## src/rtl/rvo_pkg.sv

```systemverilog
package rvo_pkg;
  typedef enum logic [1:0] {
    SRC_IDLE  = 2'd0,
    SRC_EXT   = 2'd1,
    SRC_STORE = 2'd2
  } src_state_e;

  localparam int READS_PER_PAIR = 4;
endpackage

```

## src/rtl/rvo_source.sv

```systemverilog
module rvo_source
  import rvo_pkg::*;
#(
  parameter int AW         = 4,
  parameter int NPAIRS     = 4,
  parameter int STORE_BASE = 3
) (
  input  logic          clk,
  input  logic          rst,
  input  logic          lock_i,
  input  logic          start_store_i,
  input  logic          ext_valid_i,
  output logic          ext_ready_o,
  input  logic [AW-1:0] ext_first_i,
  input  logic [AW-1:0] ext_second_i,
  output logic          pair_valid_o,
  input  logic          pair_ready_i,
  output logic [AW-1:0] pair_first_o,
  output logic [AW-1:0] pair_second_o
);
  localparam int CW = $clog2(NPAIRS + 1);

  src_state_e    state_q;
  logic [CW-1:0] cnt_q;
  logic          ext_open;
  logic          accept;
  logic [AW-1:0] store_first;

  // Internal store: fixed arithmetic sequence, not writable
  assign store_first = AW'(STORE_BASE) + AW'({cnt_q, 1'b0});

  assign ext_open    = ((state_q == SRC_IDLE) && !start_store_i) || (state_q == SRC_EXT);
  assign ext_ready_o = ext_open && pair_ready_i && !lock_i;

  always_comb begin
    if (state_q == SRC_STORE) begin
      pair_valid_o  = 1'b1;
      pair_first_o  = store_first;
      pair_second_o = store_first + AW'(1);
    end else begin
      pair_valid_o  = ext_valid_i && ext_open && !lock_i;
      pair_first_o  = ext_first_i;
      pair_second_o = ext_second_i;
    end
  end

  assign accept = pair_valid_o && pair_ready_i;

  always_ff @(posedge clk) begin
    if (rst) begin
      state_q <= SRC_IDLE;
      cnt_q   <= '0;
    end else if (state_q == SRC_IDLE && start_store_i) begin
      state_q <= SRC_STORE;
      cnt_q   <= '0;
    end else if (accept) begin
      if (cnt_q == CW'(NPAIRS - 1)) begin
        state_q <= SRC_IDLE;
        cnt_q   <= '0;
      end else begin
        cnt_q <= cnt_q + CW'(1);
        if (state_q == SRC_IDLE) state_q <= SRC_EXT;
      end
    end
  end

  assert_lock_no_ext_R5: assert property (@(posedge clk) disable iff (rst)
    (ext_valid_i && ext_ready_o) |-> !lock_i);

  assert_store_no_ext_R6: assert property (@(posedge clk) disable iff (rst)
    (state_q == SRC_STORE) |-> !ext_ready_o);
endmodule

```

## src/rtl/rvo_fetch.sv

```systemverilog
module rvo_fetch
  import rvo_pkg::*;
#(
  parameter int AW     = 4,
  parameter int VW     = 8,
  parameter int RD_LAT = 1
) (
  input  logic          clk,
  input  logic          rst,
  input  logic          pair_valid_i,
  output logic          pair_ready_o,
  input  logic [AW-1:0] pair_first_i,
  input  logic [AW-1:0] pair_second_i,
  output logic          tbl_rd_o,
  output logic [AW-1:0] tbl_addr_o,
  output logic          tbl_pol_o,
  input  logic [VW-1:0] tbl_code_i,
  output logic          codes_valid_o,
  output logic [VW-1:0] code_o [READS_PER_PAIR]
);
  logic          busy_q;
  logic          issuing_q;
  logic [1:0]    rd_idx_q;
  logic [AW-1:0] addr_a_q, addr_b_q;
  logic          tag_v_q   [RD_LAT];
  logic [1:0]    tag_idx_q [RD_LAT];
  logic          accept;
  logic [1:0]    next_idx;

  assign pair_ready_o = !busy_q;
  assign accept       = pair_valid_i && !busy_q;
  assign next_idx     = rd_idx_q + 2'd1;

  // Read issue: four reads per pair, index bit 1 picks address, bit 0 polarity
  always_ff @(posedge clk) begin
    if (rst) begin
      busy_q     <= 1'b0;
      issuing_q  <= 1'b0;
      rd_idx_q   <= '0;
      addr_a_q   <= '0;
      addr_b_q   <= '0;
      tbl_rd_o   <= 1'b0;
      tbl_addr_o <= '0;
      tbl_pol_o  <= 1'b0;
    end else begin
      if (accept) begin
        busy_q     <= 1'b1;
        issuing_q  <= 1'b1;
        addr_a_q   <= pair_first_i;
        addr_b_q   <= pair_second_i;
        tbl_rd_o   <= 1'b1;
        tbl_addr_o <= pair_first_i;
        tbl_pol_o  <= 1'b0;
        rd_idx_q   <= 2'd0;
      end else if (issuing_q && rd_idx_q != 2'd3) begin
        tbl_rd_o   <= 1'b1;
        tbl_addr_o <= next_idx[1] ? addr_b_q : addr_a_q;
        tbl_pol_o  <= next_idx[0];
        rd_idx_q   <= next_idx;
      end else begin
        tbl_rd_o  <= 1'b0;
        issuing_q <= 1'b0;
      end
      if (tag_v_q[RD_LAT-1] && tag_idx_q[RD_LAT-1] == 2'd3) busy_q <= 1'b0;
    end
  end

  // Tag delay line matching the table latency
  genvar g;
  generate
    for (g = 0; g < RD_LAT; g++) begin : g_tag
      always_ff @(posedge clk) begin
        if (rst) begin
          tag_v_q[g]   <= 1'b0;
          tag_idx_q[g] <= '0;
        end else if (g == 0) begin
          tag_v_q[g]   <= tbl_rd_o;
          tag_idx_q[g] <= rd_idx_q;
        end else begin
          tag_v_q[g]   <= tag_v_q[(g == 0) ? 0 : g-1];
          tag_idx_q[g] <= tag_idx_q[(g == 0) ? 0 : g-1];
        end
      end
    end
  endgenerate

  // Return capture
  always_ff @(posedge clk) begin
    if (rst) begin
      codes_valid_o <= 1'b0;
      for (int k = 0; k < READS_PER_PAIR; k++) code_o[k] <= '0;
    end else begin
      codes_valid_o <= tag_v_q[RD_LAT-1] && (tag_idx_q[RD_LAT-1] == 2'd3);
      if (tag_v_q[RD_LAT-1]) code_o[tag_idx_q[RD_LAT-1]] <= tbl_code_i;
    end
  end

  assert_read_order_R7: assert property (@(posedge clk) disable iff (rst)
    (tbl_rd_o && rd_idx_q != 2'd3) |=> (tbl_rd_o && rd_idx_q == $past(rd_idx_q) + 2'd1));

  assert_read_gap_R7: assert property (@(posedge clk) disable iff (rst)
    (tbl_rd_o && rd_idx_q == 2'd3) |=> !tbl_rd_o);
endmodule

```

## src/rtl/rvo_compare.sv

```systemverilog
module rvo_compare
  import rvo_pkg::*;
#(
  parameter int VW = 8
) (
  input  logic          clk,
  input  logic          rst,
  input  logic          codes_valid_i,
  input  logic [VW-1:0] code_i [READS_PER_PAIR],
  output logic          bit_valid_o,
  output logic          bit_o
);
  logic [VW-1:0] val_first, val_second;

  // Per-address value is the larger polarity code
  assign val_first  = (code_i[1] > code_i[0]) ? code_i[1] : code_i[0];
  assign val_second = (code_i[3] > code_i[2]) ? code_i[3] : code_i[2];

  always_ff @(posedge clk) begin
    if (rst) begin
      bit_valid_o <= 1'b0;
      bit_o       <= 1'b0;
    end else begin
      bit_valid_o <= codes_valid_i;
      if (codes_valid_i) bit_o <= (val_second >= val_first);
    end
  end

  assert_tie_gives_one_R3: assert property (@(posedge clk) disable iff (rst)
    (codes_valid_i && val_first == val_second) |=> (bit_valid_o && bit_o));
endmodule

```

## src/rtl/rvo_collect.sv

```systemverilog
module rvo_collect #(
  parameter int NPAIRS = 4
) (
  input  logic              clk,
  input  logic              rst,
  input  logic              bit_valid_i,
  input  logic              bit_i,
  output logic [NPAIRS-1:0] resp_o,
  output logic              resp_valid_o
);
  localparam int CW = $clog2(NPAIRS + 1);

  logic [NPAIRS-1:0] sh_q;
  logic [NPAIRS-1:0] sh_next;
  logic [CW-1:0]     cnt_q;

  // Shift in at the top so the first pair ends up in bit 0
  generate
    if (NPAIRS == 1) begin : g_one
      assign sh_next = bit_i;
    end else begin : g_many
      assign sh_next = {bit_i, sh_q[NPAIRS-1:1]};
    end
  endgenerate

  always_ff @(posedge clk) begin
    if (rst) begin
      sh_q         <= '0;
      cnt_q        <= '0;
      resp_o       <= '0;
      resp_valid_o <= 1'b0;
    end else begin
      resp_valid_o <= 1'b0;
      if (bit_valid_i) begin
        sh_q <= sh_next;
        if (cnt_q == CW'(NPAIRS - 1)) begin
          cnt_q        <= '0;
          resp_o       <= sh_next;
          resp_valid_o <= 1'b1;
        end else begin
          cnt_q <= cnt_q + CW'(1);
        end
      end
    end
  end

  assert_valid_pulse_R8: assert property (@(posedge clk) disable iff (rst)
    resp_valid_o |=> !resp_valid_o);

  assert_resp_hold_R8: assert property (@(posedge clk) disable iff (rst)
    !resp_valid_o |-> $stable(resp_o));
endmodule

```

## src/rtl/rvo_hash.sv

```systemverilog
module rvo_hash
  import rvo_pkg::*;
#(
  parameter int AW         = 4,
  parameter int VW         = 8,
  parameter int NPAIRS     = 4,
  parameter int RD_LAT     = 1,
  parameter int STORE_BASE = 3
) (
  input  logic              clk,
  input  logic              rst,
  input  logic              lock_i,
  input  logic              start_store_i,
  input  logic              ext_valid_i,
  output logic              ext_ready_o,
  input  logic [AW-1:0]     ext_first_i,
  input  logic [AW-1:0]     ext_second_i,
  output logic              tbl_rd_o,
  output logic [AW-1:0]     tbl_addr_o,
  output logic              tbl_pol_o,
  input  logic [VW-1:0]     tbl_code_i,
  output logic [NPAIRS-1:0] resp_o,
  output logic              resp_valid_o
);
  logic          pair_valid, pair_ready;
  logic [AW-1:0] pair_first, pair_second;
  logic          codes_valid;
  logic [VW-1:0] codes [READS_PER_PAIR];
  logic          bit_valid, bit_val;

  rvo_source #(.AW(AW), .NPAIRS(NPAIRS), .STORE_BASE(STORE_BASE)) u_src (
    .clk, .rst, .lock_i, .start_store_i, .ext_valid_i, .ext_ready_o,
    .ext_first_i, .ext_second_i,
    .pair_valid_o(pair_valid), .pair_ready_i(pair_ready),
    .pair_first_o(pair_first), .pair_second_o(pair_second)
  );

  rvo_fetch #(.AW(AW), .VW(VW), .RD_LAT(RD_LAT)) u_fetch (
    .clk, .rst,
    .pair_valid_i(pair_valid), .pair_ready_o(pair_ready),
    .pair_first_i(pair_first), .pair_second_i(pair_second),
    .tbl_rd_o, .tbl_addr_o, .tbl_pol_o, .tbl_code_i,
    .codes_valid_o(codes_valid), .code_o(codes)
  );

  rvo_compare #(.VW(VW)) u_cmp (
    .clk, .rst, .codes_valid_i(codes_valid), .code_i(codes),
    .bit_valid_o(bit_valid), .bit_o(bit_val)
  );

  rvo_collect #(.NPAIRS(NPAIRS)) u_col (
    .clk, .rst, .bit_valid_i(bit_valid), .bit_i(bit_val),
    .resp_o, .resp_valid_o
  );
endmodule

```

## config.mk

```make
export PLATFORM = sky130hd
export DESIGN_NAME = rvo_hash
export DESIGN_NICKNAME = d
export VERILOG_FILES = /design/src/rtl/rvo_pkg.sv /design/src/rtl/rvo_source.sv /design/src/rtl/rvo_fetch.sv /design/src/rtl/rvo_compare.sv /design/src/rtl/rvo_collect.sv /design/src/rtl/rvo_hash.sv
export SDC_FILE = /design/constraint.sdc
export NUM_CORES = 1
export LEC_CHECK = 0
export ABC_AREA = 0
export CORE_UTILIZATION = 55
export CTS_CLUSTER_DIAMETER = 100
export DETAILED_ROUTE_END_ITERATION = 10
export GPL_TIMING_DRIVEN = 0
export MAX_ROUTING_LAYER = met4
export PLACE_DENSITY = 0.79
export SETUP_SLACK_MARGIN = 0.4
export SKIP_LAST_GASP = 1
export SLEW_MARGIN = 20
export SYNTH_ARGS = -nofsm -noshare
export SYNTH_HDL_FRONTEND = slang
export SYNTH_SLANG_ARGS = --single-unit
```

## constraint.sdc

```tcl
create_clock -name clk -period 3.95 [get_ports clk]
set_clock_uncertainty 0.15 [all_clocks]
set_input_delay 0.79 -clock clk [delete_from_list [all_inputs] [get_ports clk]]
set_output_delay 0.79 -clock clk [all_outputs]
set_load 0.05 [all_outputs]
```

# ---- Word level (Yosys, flattened, before mapping)
# Memories as Yosys holds them, arrays and structs flattened.
# Index checks and enable logic that the tools add are counted.
# Widths: inputs -> output; s select.
dict set report op_classes {
  n_addsub 5
  n_lt_le_gt_ge 5
  eq_ne 7
  mux 29
  bitwise 2
  reduce_logical 28
}
# cell n
set ops {}
lappend ops {{$bwmux 32} 1}
lappend ops {{$mux 8} 3}
lappend ops {{$mux 4} 5}
lappend ops {{$demux 8 s2} 1}
lappend ops {{$gt 8x8->1} 2}
lappend ops {{$mux 1} 12}
lappend ops {{$logic_and 1x1->1} 10}
lappend ops {{$mux 2} 5}
lappend ops {{$reduce_or 2->1} 5}
lappend ops {{$ge 8x8->1} 1}
lappend ops {{$add 3x1->3 const B} 2}
lappend ops {{$eq 3x2->1 const B} 2}
lappend ops {{$mux 3} 2}
lappend ops {{$reduce_and 2->1} 3}
lappend ops {{$reduce_bool 2->1} 3}
lappend ops {{$add 2x4->4 const A} 1}
lappend ops {{$add 4x1->4 const B} 1}
lappend ops {{$eq 2x2->1 const B} 2}
lappend ops {{$ge 3x3->1 const B} 1}
lappend ops {{$logic_not 1->1} 3}
lappend ops {{$lt 3x1->1 const B} 1}
lappend ops {{$not 2->3} 1}
lappend ops {{$reduce_bool 3->1} 1}
lappend ops {{$add 2x1->2 const B} 1}
lappend ops {{7 further kinds} 7}
dict set report word_totals {
  regBits 70
  ram_bits 3
  inputBits 21
  out_inout_bits 12
  wordCells 100
  n_memories 2
}
# memory words word_bits read_ports rd_ports_with_merged_regs wr line_no
set mem_list {}
lappend mem_list {u_fetch.tag_idx_q 1 2 1 0 1 rvo_fetch.sv:26} ;# logic [1:0] tag_idx_q [RD_LAT];
lappend mem_list {u_fetch.tag_v_q 1 1 1 0 1 rvo_fetch.sv:25} ;# logic tag_v_q [RD_LAT];

# ---- Longest topological paths before layout
dict set report logic_depth {
  depth_word 9
  ltp_mapped 13
  depth_no_buf 13
}

# ---- Cells and area by module
# A second synthesis with hierarchy kept.
dict set report unflattened {
  hier_cells 388
  hier_area_um2 3611.0
}
# module n_inst cells_each area_per_inst_um2
set modules_own_cells {}
lappend modules_own_cells {rvo_fetch 1 203 1921.8}
lappend modules_own_cells {rvo_compare 1 93 832.0}
lappend modules_own_cells {rvo_source 1 53 436.7}
lappend modules_own_cells {rvo_collect 1 39 420.4}

# ---- Worst setup path before layout
# OpenSTA, ideal clock, no wires.
dict set report synth_timing {
  kind {input to output}
  from {input start_store_i}
  to {output ext_ready_o}
  arrival_ns 2.455
  required_ns 3.010
  path_slack_ns 0.555
  path_stages 2
  n_path_buf 0
  cell_sequence {nor2b_1 > nor4_1}
}
dict set report synth_via {
  elab_chain_len 5
}
# item line_no
set synth_rtl {}
lappend synth_rtl {{start, declared} rvo_hash.sv:13} ;# input logic start_store_i,
lappend synth_rtl {{$logic_not 1->1} rvo_source.sv:32} ;# assign ext_open = ((state_q == SRC_IDLE) && !start_store_i) || (state_q == SRC_EXT);
lappend synth_rtl {{$logic_and 1x1->1} rvo_source.sv:32}
lappend synth_rtl {{$logic_or 1x1->1} rvo_source.sv:32}
lappend synth_rtl {{$logic_and 1x1->1 (2 in a row)} rvo_source.sv:33} ;# assign ext_ready_o = ext_open && pair_ready_i && !lock_i;
lappend synth_rtl {{end, declared} rvo_hash.sv:15} ;# output logic ext_ready_o,
# Every way passes these cells.

# ---- Worst setup path after layout
# Ends and elaborated chain as after synthesis.

==> impl_metrics.tcl <==
set metrics [dict create \
    result_of_the_run "completed" \
    final_antenna_net_count 0 \
    post-dp-hpwl_um 5180 \
    syn_nets 434 \
    rows 28 \
    fp.dieH_um 81.2 \
    setup_tns_ns 0 \
    critPathCapture "ext_ready_o" \
    timing.fmax_mhz 292 \
    clk_sinks 71 \
    flow.area_growth_from_synthesis_pct 17.5 \
    first_global_vias 2550 \
    cts-resized-gates 0 \
    post-cts-setup-buffers 0 \
    maxCapViolations 0 \
    worst_r2r_startpoint "u_fetch.code_o[9]" \
    worstSetupStartpointType "input pin" \
    synth-seq-cells 71 \
    timing.critical_path.max_delay_family "buffers and inverters" \
    vdd.ir_drop.worst_mv 0.314 \
    timing.final.setup_violations 0 \
    max_slew_margin_pct 55.4 \
    layout.cells.most_common_list "dfxtp_1, nor2_1, nand2_1, mux2i_1, a21oi_1" \
    cts_buffer_depth 2 \
    mostFrequentLayoutCell "dfxtp_1" \
    ys_warn_count 0 \
    globalplace.congestion 0.902 \
    clock_insertion_delay_worst_skew_ns 0.35 \
    io_buffers 31 \
    use_met3_pct 7.42 \
    largest_net_degree_at_the_start_of_global_routing 12 \
    synth_seq_area_share_pct 41.2 \
    avgSynthCellArea_um2 8.98 \
    grt.total_usage_pct 24.6 \
    coreArea_um2 5990 \
    gr-usage-met1_pct 30.4 \
    cts_hold_buffers 0 \
    grt_most_used_layer "met2" \
    cts_made_buffers 9 \
    tritoncts_clock_tree "yes" \
    timing.final.hold_violations 0 \
    h-tree-depth 3 \
    nNetsFinal 476 \
    hold_path_class "register to register" \
    global_route.overflow_total 0 \
    hold_ws_ns 0.309 \
    timing.setup.critical_path_class "input pin to primary output" \
    period_share_pct 86.6 \
    wl_per_cell_um 14.2 \
    power.static_leakage_uw 0.00173 \
    slew_viol_final 0 \
    n_fill_cell 476 \
    grt_antenna_before_repair 0 \
    critical_path_cell_count 4 \
    worst_path_fanout_max 4 \
    clock_tree.root_cell "clkbuf_8" \
    vias_per_cell 5.49 \
    critical_path.cell_chain "clkdlybuf4s50_1 > nor2b_1 > nor4_1 > clkdlybuf4s50_1" \
    dieArea_um2 6590 \
    globalRouteMet2Util_pct 38.7 \
    timing.final.crit_period_ns 3.42 \
    cpPeakStageDelay_ns 0.88 \
    rsz0062_at_grt "false" \
    timing.reg2reg.setup_slack_ns 0.61 \
    timing.critical_path.buf_inv 2 \
    via_count 2772 \
    crit_slowest_cell "clkdlybuf4s50_1" \
    drive_gt1_share_pct 6.51 \
    critical_path_arrival_ns 2.48 \
    antenna-diode-count 0 \
    multi_input_area_um2 1860 \
    width_of_the_chip_um 81.2 \
    startpoint "start_store_i" \
    synth.lib_cells_used.distinct 35 \
    initialDrtViolationCount 129 \
    final-seq-area_um2 1420 \
    wl_um 7150 \
    worst_pin_slew_ns 0.669 \
    post_synth_inst_count 384 \
    drc_violations 0 \
    grt_first_pass_wirelength_um 11800 \
    worst_setup_hold_path_clk_slew_ns 0.07 \
    first_pass_iters 4 \
    cell_area_after_synthesis_um2 3450 \
    power_per_cell_area_nw_per_um2 379 \
    top_level_port_count 33 \
    initial_utilization_pct 57.6 \
    cpMostUsedCell "clkdlybuf4s50_1" \
    timing.critical_path.to_type "primary output" \
    crit_required_ns 3.01 \
    critical_path.reg2reg.endpoint "u_cmp.bit_o" \
    reg2reg_depth 12 \
]
## metrics by stage
step | cell area (um^2) | util (%) | setup WS [ns] | total power [uW] | cells
after floorplan | 3450 | - | 0.555 | 903 | 384
after global placement | 3850 | 64.3 | 0.548 | 966 | 490
after detailed placement | 3850 | 64.3 | 0.510 | 970 | 490
after CTS | 4050 | 67.6 | 0.514 | 1550 | 505
after global routing | 4050 | 67.6 | 0.423 | 1600 | 505
final | 4050 | 67.6 | 0.529 | 1540 | 505
## synthesized netlist by cell type (all sizes together)
library cell,n,area [um^2]
dfxtp,71,1420
nor2,49,184
nand2,40,150
mux2i,39,390
a21oi,38,190
ha,29,363
inv,23,86.3
clkbuf,13,48.8
o21ai,10,50.1
mux2,8,90.1
a211oi,7,52.6
nor2b,7,43.8
buf,6,32.5
nand2b,6,37.5
nand3b,5,37.5
nand3,4,20.0
nand4,4,25.0
nor3,4,20.0
a21o,2,15.0
and3,2,12.5
o211ai,2,15.0
o32ai,2,55.1
or3,2,12.5
xor2,2,17.5
a221o,1,10.0
a311oi,1,8.76
a31oi,1,6.26
nor3b,1,12.5
nor4,1,6.26
o31ai,1,7.51
o41a,1,11.3
or2,1,6.26
xnor2,1,8.76
## per-layer routing
metal	wire, um	vias to the layer above
met5	0	-
met4	70	0
met3	383	6
met2	3420	76
met1	3270	1284
li1	-	1406
## final cells by class
type                    count  area share (%)
multi-input cells         271            45.9
clock buffers              12            3.83
inverters                  23            2.13
repair buffers             31            7.66
well taps                  75            2.32
flip-flops and latches     71            35.1
plain buffers              19            2.01
clock inverters             3            1.05
## flip-flops by register name, summed over array words and instances (netlist names)
| register | flops |
|---|---|
| u_col.cnt_q | 3 |
| u_fetch.tag_v_q | 1 |
| u_src.cnt_q | 3 |
| u_fetch.addr_a_q | 4 |
| u_fetch.tbl_addr_o | 4 |
| u_col.resp_o | 4 |
| u_col.resp_valid_o | 1 |
| u_cmp.bit_o | 1 |
| u_fetch.codes_valid_o | 1 |
| u_fetch.addr_b_q | 4 |
| u_col.sh_q | 3 |
| u_fetch.code_o | 32 |
| u_fetch.busy_q | 1 |
| u_fetch.issuing_q | 1 |
| u_fetch.tbl_rd_o | 1 |
| u_src.state_q | 2 |
| u_fetch.rd_idx_q | 2 |
| u_fetch.tag_idx_q | 2 |
| u_cmp.bit_valid_o | 1 |
## worst reg2reg max path, delay by kind of cell, from the launching register on
kind	cells	cell delay (ns)
AOI/OAI and AO/OA	6	1.45
adders and majority gates	2	0.60
muxes	1	0.40
DFF	1	0.34
and+or+nand+nor	2	0.21
buffers and inverters	1	0.06
## worst min-delay path by stage
stage / cells past startpoint / slack (ns) / start / to
floorplan: 2 / 0.28 / u_fetch.addr_b_q[3] / u_fetch.addr_b_q[3]
global placement: 2 / 0.29 / u_fetch.addr_a_q[0] / u_fetch.addr_a_q[0]
detailed placement: 2 / 0.30 / u_fetch.addr_a_q[0] / u_fetch.addr_a_q[0]
CTS: 2 / 0.31 / u_fetch.addr_a_q[0] / u_fetch.addr_a_q[0]
global route: 1 / 0.33 / u_fetch.tbl_rd_o / u_fetch.tag_v_q[0]
finish: 2 / 0.31 / u_fetch.addr_a_q[0] / u_fetch.addr_a_q[0]
## power breakdown
part | switching (uW) | internal [uW] | leakage (uW)
clock | 259 | 322 | 0.0000985
combinational | 118 | 84.5 | 0.00106
sequential | 15.3 | 737 | 0.000575
## cell families after synthesis
logic type      synth area share, %
mux                            13.9
compound gates                 12.2
flops                          41.2
buf+inv                        4.86
simple gates                   16.5
fa+ha+maj                      10.5
xor+xnor                      0.762
Note: power is estimated with default switching activity, not from simulation.
